### config.mk
export PLATFORM = sky130hd
export DESIGN_NAME = rx_fifo_stat
export DESIGN_NICKNAME = d
export VERILOG_FILES = /design/src/rtl/rx_fifo_stat.sv
export SDC_FILE = /design/constraint.sdc
export NUM_CORES = 1
export LEC_CHECK = 0
export BUFFER_PORTS_ARGS = -buffer_cell sky130_fd_sc_hd__buf_4
export CORE_MARGIN = 2
export CORE_UTILIZATION = 45
export DETAILED_ROUTE_END_ITERATION = 8
export HOLD_SLACK_MARGIN = 0.03
export PLACE_DENSITY_LB_ADDON = 0.08
export SYNTH_ARGS = -nofsm -noshare
export SYNTH_HDL_FRONTEND = slang
export SYNTH_SLANG_ARGS = --single-unit
### constraint.sdc
create_clock -name clk -period 3.7 [get_ports clk]
set_clock_uncertainty 0.1 [all_clocks]
set_input_delay 0 -clock clk [delete_from_list [all_inputs] [get_ports clk]]
set_output_delay 0 -clock clk [all_outputs]
set_load 0.03 [all_outputs]
### src/rtl/rx_fifo_stat.sv
module rx_fifo_stat #(
  parameter int DEPTH      = 16,
  parameter int CHAR_CLKS  = 16,
  parameter int TOUT_CHARS = 4,
  parameter int RST_CLKS   = 4
) (
  input  logic        clk,
  input  logic        rst_n,
  input  logic        rx_valid,
  input  logic [7:0]  rx_data,
  input  logic        rx_brk,
  input  logic        rx_fer,
  input  logic        rx_per,
  input  logic [1:0]  reg_sel,
  input  logic        reg_wr,
  input  logic        reg_rd,
  input  logic [15:0] reg_wdata,
  output logic [15:0] reg_rdata
);
  localparam int AW        = $clog2(DEPTH);
  localparam int CW        = AW + 1;
  localparam int EW        = 11;
  localparam int TOUT_CLKS = CHAR_CLKS * TOUT_CHARS;
  localparam int TW        = $clog2(TOUT_CLKS + 1);
  localparam int RW        = $clog2(RST_CLKS + 1);

  logic [EW-1:0] mem [DEPTH];
  logic [AW-1:0] wp, rp;
  logic [CW-1:0] count, count_nx, trig_lvl;
  logic [1:0]    lmode, trig_code, frst;
  logic          ovr, rdis, tout;
  logic [TW-1:0] idle;
  logic [RW-1:0] srst_cnt;
  logic [EW-1:0] head, entry;

  wire unused_wbits = ^{reg_wdata[14:12], reg_wdata[10], reg_wdata[6:2]};

  wire busy    = srst_cnt != '0;
  wire wr_lc   = reg_wr && reg_sel == 2'd0 && !busy;
  wire wr_fc   = reg_wr && reg_sel == 2'd1 && !busy;
  wire wr_st   = reg_wr && reg_sel == 2'd2 && !busy;
  wire srst_go = wr_fc && reg_wdata[15];
  wire flush   = wr_fc && reg_wdata[0] && reg_wdata[1];
  wire clr     = srst_go || busy || flush;
  wire empty   = count == '0;
  wire full    = count == CW'(DEPTH);
  wire pop     = reg_rd && reg_sel == 2'd3 && !empty && !busy;
  wire push    = rx_valid && (!full || pop) && !clr;
  wire drop    = rx_valid && full && !pop && !clr;

  assign count_nx = count + CW'(push) - CW'(pop);

  always_comb begin
    case (trig_code)
      2'd0:    trig_lvl = CW'(1);
      2'd1:    trig_lvl = CW'(4);
      2'd2:    trig_lvl = CW'(8);
      default: trig_lvl = CW'(12);
    endcase
  end

  wire rdis_set = push && count_nx >= trig_lvl;
  wire tout_hit = !empty && !push && !pop && !clr && idle == TW'(TOUT_CLKS - 1);

  assign entry = {rx_brk, rx_fer, rx_per,
                  (lmode == 2'b01) ? {1'b0, rx_data[6:0]} : rx_data};
  assign head  = empty ? '0 : mem[rp];

  always_ff @(posedge clk) begin
    if (push) mem[wp] <= entry;
  end

  always_ff @(posedge clk or negedge rst_n) begin
    if (!rst_n) begin
      wp <= '0; rp <= '0; count <= '0;
      lmode <= '0; trig_code <= '0; frst <= '0;
      ovr <= 1'b0; rdis <= 1'b0; tout <= 1'b0;
      idle <= '0; srst_cnt <= '0;
    end else begin
      if (srst_go)   srst_cnt <= RW'(RST_CLKS);
      else if (busy) srst_cnt <= srst_cnt - 1'b1;

      if (wr_lc) lmode <= reg_wdata[1:0];
      if (wr_fc) begin
        trig_code <= reg_wdata[8:7];
        frst      <= reg_wdata[1:0];
      end

      if (clr) begin
        wp <= '0; rp <= '0; count <= '0;
      end else begin
        if (push) wp <= wp + 1'b1;
        if (pop)  rp <= rp + 1'b1;
        count <= count_nx;
      end

      if (clr || push || pop || empty)  idle <= '0;
      else if (idle != TW'(TOUT_CLKS))  idle <= idle + 1'b1;

      ovr  <= drop     || (ovr  && !(wr_st && !reg_wdata[11]));
      rdis <= rdis_set || (rdis && !(wr_st && !reg_wdata[7]));
      tout <= tout_hit || (tout && !(wr_st && !reg_wdata[9]));

      if (srst_go || busy) begin
        lmode <= '0; trig_code <= '0; frst <= '0;
        ovr <= 1'b0; rdis <= 1'b0; tout <= 1'b0;
      end
    end
  end

  wire [15:0] stat_word = {head[10], empty, head[9], head[8], ovr, 1'b0, tout,
                           1'b0, rdis, 2'b00, 5'(count)};
  wire [15:0] fc_word   = {busy, 6'b0, trig_code, 5'b0, frst};

  always_comb begin
    case (reg_sel)
      2'd0:    reg_rdata = {14'b0, lmode};
      2'd1:    reg_rdata = fc_word;
      2'd2:    reg_rdata = stat_word;
      default: reg_rdata = {8'b0, head[7:0]};
    endcase
  end
endmodule

==> out/metrics.cfg <==
[clock_network]
cts_tree = yes
clkSinkCount = 208
clk_pin_slew_ns = 0.06
root_buffer = clkbuf_16
ctsLongestPathBuffers = 3
numCtsBuffers = 24
htreeDepth = 1
clk_latency_ns = 0.52

[logic_synthesis]
ys_types = 54
synth_edf_count = 176
seq_area_frac_synth_pct = 68.47
async_flop_share_pct = 15.38
yosys.area.top_type_share_pct = 59.46
synth.avg_cell_area_um2 = 17.57
synth.most_common_cell = edfxtp_1
postSynthCellCount = 506
synth_fp_nets = 559
synth-seq-cells = 208
synth_area_um2 = 8889
synthFlopType = edfxtp_1
synth_area_leaders = edfxtp_1, mux4_2, dfrtp_1
yosys-top-cells-count = edfxtp_1, mux4_2, nor2_1
yosys.area.top_type = edfxtp_1
yosys_warnings = 0

[power]
leakage_nw = 3.743
worst_ir_drop_vdd_uv = 447.6
p_per_area_nw_per_um2 = 496.1

[die]
num_rows = 51
die_x_um = 144.5
dieArea_um2 = 20890
core_area_um2 = 19400
io_pins = 50
start_util_pct = 45.82
die_y_um = 144.5

[global_route]
antenna_found_initial = 0
grt_pass1_wl_um = 30130
grt_max_degree = 33
grt-ovfl-total = 0
first_global_vias = 5027
grt_use_total_pct = 19.92

[routing]
ant_nets = 0
drt-initial-drc-count = 235
routed_wl_um = 19840
wl_per_cell_um = 22.07
vias = 4864
dr.pass1.iters = 4
vias_per_cell = 5.410
drc = 0

[setup_path]
crit_fanout = 8
path_common_cell = ha_1
critPathMaxStageDelay_ns = 0.37
cp.required_ns = 4.00
path_class = reg2reg
end_kind = register
critical_path.slowest_cell = dfrtp_1
cp_top_family = adder cells
path_cells = inv_1 > ha_1 > and2b_2 > and3_4 > a31oi_4 > nand2_1 > ha_1 > inv_1 > ha_1 > inv_1 > fa_2 > xnor2_2 > ha_1 > a21oi_1 > nor2b_1 > o311ai_1 > a21oi_1
worst-path-buf-inv = 3
startpoint_type = register
arrival_ns = 3.78

[status]
status = completed

[finish]
fin_nets = 673
diodes = 0
regArea_um2 = 6088
multi_input_area_um2 = 2579
fillerInstances = 1540
layout-drive-gt1-share_pct = 26.34
stdcell_count = 899
syn2layout_area_growth_pct = 21.38

[sta]
timing.fmax_mhz = 287.4
drv_slew = 0
tightest_slew_ns = 0.8622
fin_hold_ws_ns = 0.2173
timing.final.crit_share_pct = 94.05
relSlewSlack_pct = 42.52
period_needed_ns = 3.480
hold_viol = 0
finalSetupViolCount = 0

[hold_path]
min_path_type = in2reg

[run]
maxCapViolCount = 0

[place]
io_buffer_count = 39
place_congestion = 0.7896
dp_cells = 816
dp_hpwl_um = 11970

## cell usage in the layout, fill, tap and decap left out, types with 3 or more instances in the layout
cell type / n
clkbuf_16: 24
nand2_1: 10
and2_2: 3
and3_1: 3
and2_1: 16
nand3_1: 6
nand2b_1: 3
buf_4: 69
nor2b_1: 3
xnor2_1: 6
a21oi_1: 12
nand3b_1: 6
mux2i_1: 22
dfrtp_1: 30
nor2_1: 37
mux4_2: 46
edfxtp_1: 176
inv_1: 21
xor2_1: 9
clkbuf_1: 3
clkinv_1: 4
o21ai_0: 8
clkinv_2: 4
nand4_1: 6
o22ai_1: 4
ha_1: 18
dlygate4sd3_1: 40
## metrics by stage
step / TNS (ns) / power [mW] / setup WS (ns) / util [%] / instance area, µm²
floorplan: 0 / 2.930 / 0.1142 / - / 8889
finish: 0 / 5.353 / 0.2203 / 55.62 / 10790
global route: -0.01851 / 5.555 / -0.01851 / 55.62 / 10790
global placement: 0 / 3.090 / 0.1301 / 49.44 / 9590
CTS: 0 / 5.390 / 0.05205 / 55.49 / 10760
detailed placement: 0 / 3.105 / 0.1043 / 49.44 / 9590
## report_power, final
group / internal [mW] / total, mW / switching, mW
clock network: 1.33 / 2.23 / 0.905
logic: 0.217 / 0.497 / 0.280
registers: 2.60 / 2.62 / 0.0246
## sequential cells by signal (all words and copies together), names as in the netlist
register / cells
ovr: 1
trig_code: 2
wp: 4
mem: 176
srst_cnt: 3
rdis: 1
tout: 1
frst: 2
idle: 7
count: 5
lmode: 2
rp: 4
## path summary, 6_finish.rpt
path                             start           to  slack, ns  depth (start not counted)
max                        srst_cnt[0]         rdis       0.22                         17
min                         rx_data[5]    mem[0][5]       0.22                          2
max reg2reg                srst_cnt[0]         rdis       0.22                         17
min reg2reg                srst_cnt[0]  srst_cnt[0]       0.39                          1
max in group asynchronous        rst_n        rp[1]       2.92                          4
min in group asynchronous        rst_n      idle[2]       0.39                          4
## what timing repair did
action                                  in CTS  in global routing
resized for setup                            0                  3
endpoints found under the setup margin       0                  1
buffers inserted                             0                  2
endpoints found under the hold margin      231                  0
hold buffers                                41                  0
## layer usage
layer | track usage [%] | share of wire (%) | vias up
li1 | - | - | 2190
met1 | 27.33 | 44 | 2528
met4 | 5.110 | 2.3 | 0
met2 | 33.30 | 49 | 112
met5 | 0 | 0 | -
met3 | 3.543 | 5.2 | 34
## logic make-up (layout without fill, tap and decap cells)
| logic type | Yosys count | after routing | share of synthesized area [%] |
|---|---|---|---|
| DFF | 208 | 208 | 68.47 |
| AOI/OAI and AO/OA | 42 | 42 | 3.547 |
| other | 1 | 1 | 0.04219 |
| buffers and inverters | 44 | 172 | 2.632 |
| and+or+nand+nor | 108 | 108 | 6.841 |
| adders and majority gates | 19 | 19 | 2.759 |
| xor gates and xnor gates | 16 | 16 | 1.577 |
| muxes | 68 | 68 | 14.13 |
## cell type report
class                   count  share of cell area, %
flip-flops and latches    208                  56.43
clock buffers              27                  5.671
repair buffers            111                  8.883
inverters                  21                 0.7306
clock inverters            13                  1.310
well taps                 265                  3.073
multi-input cells         254                  23.90
(Power assumes the default switching activity.)
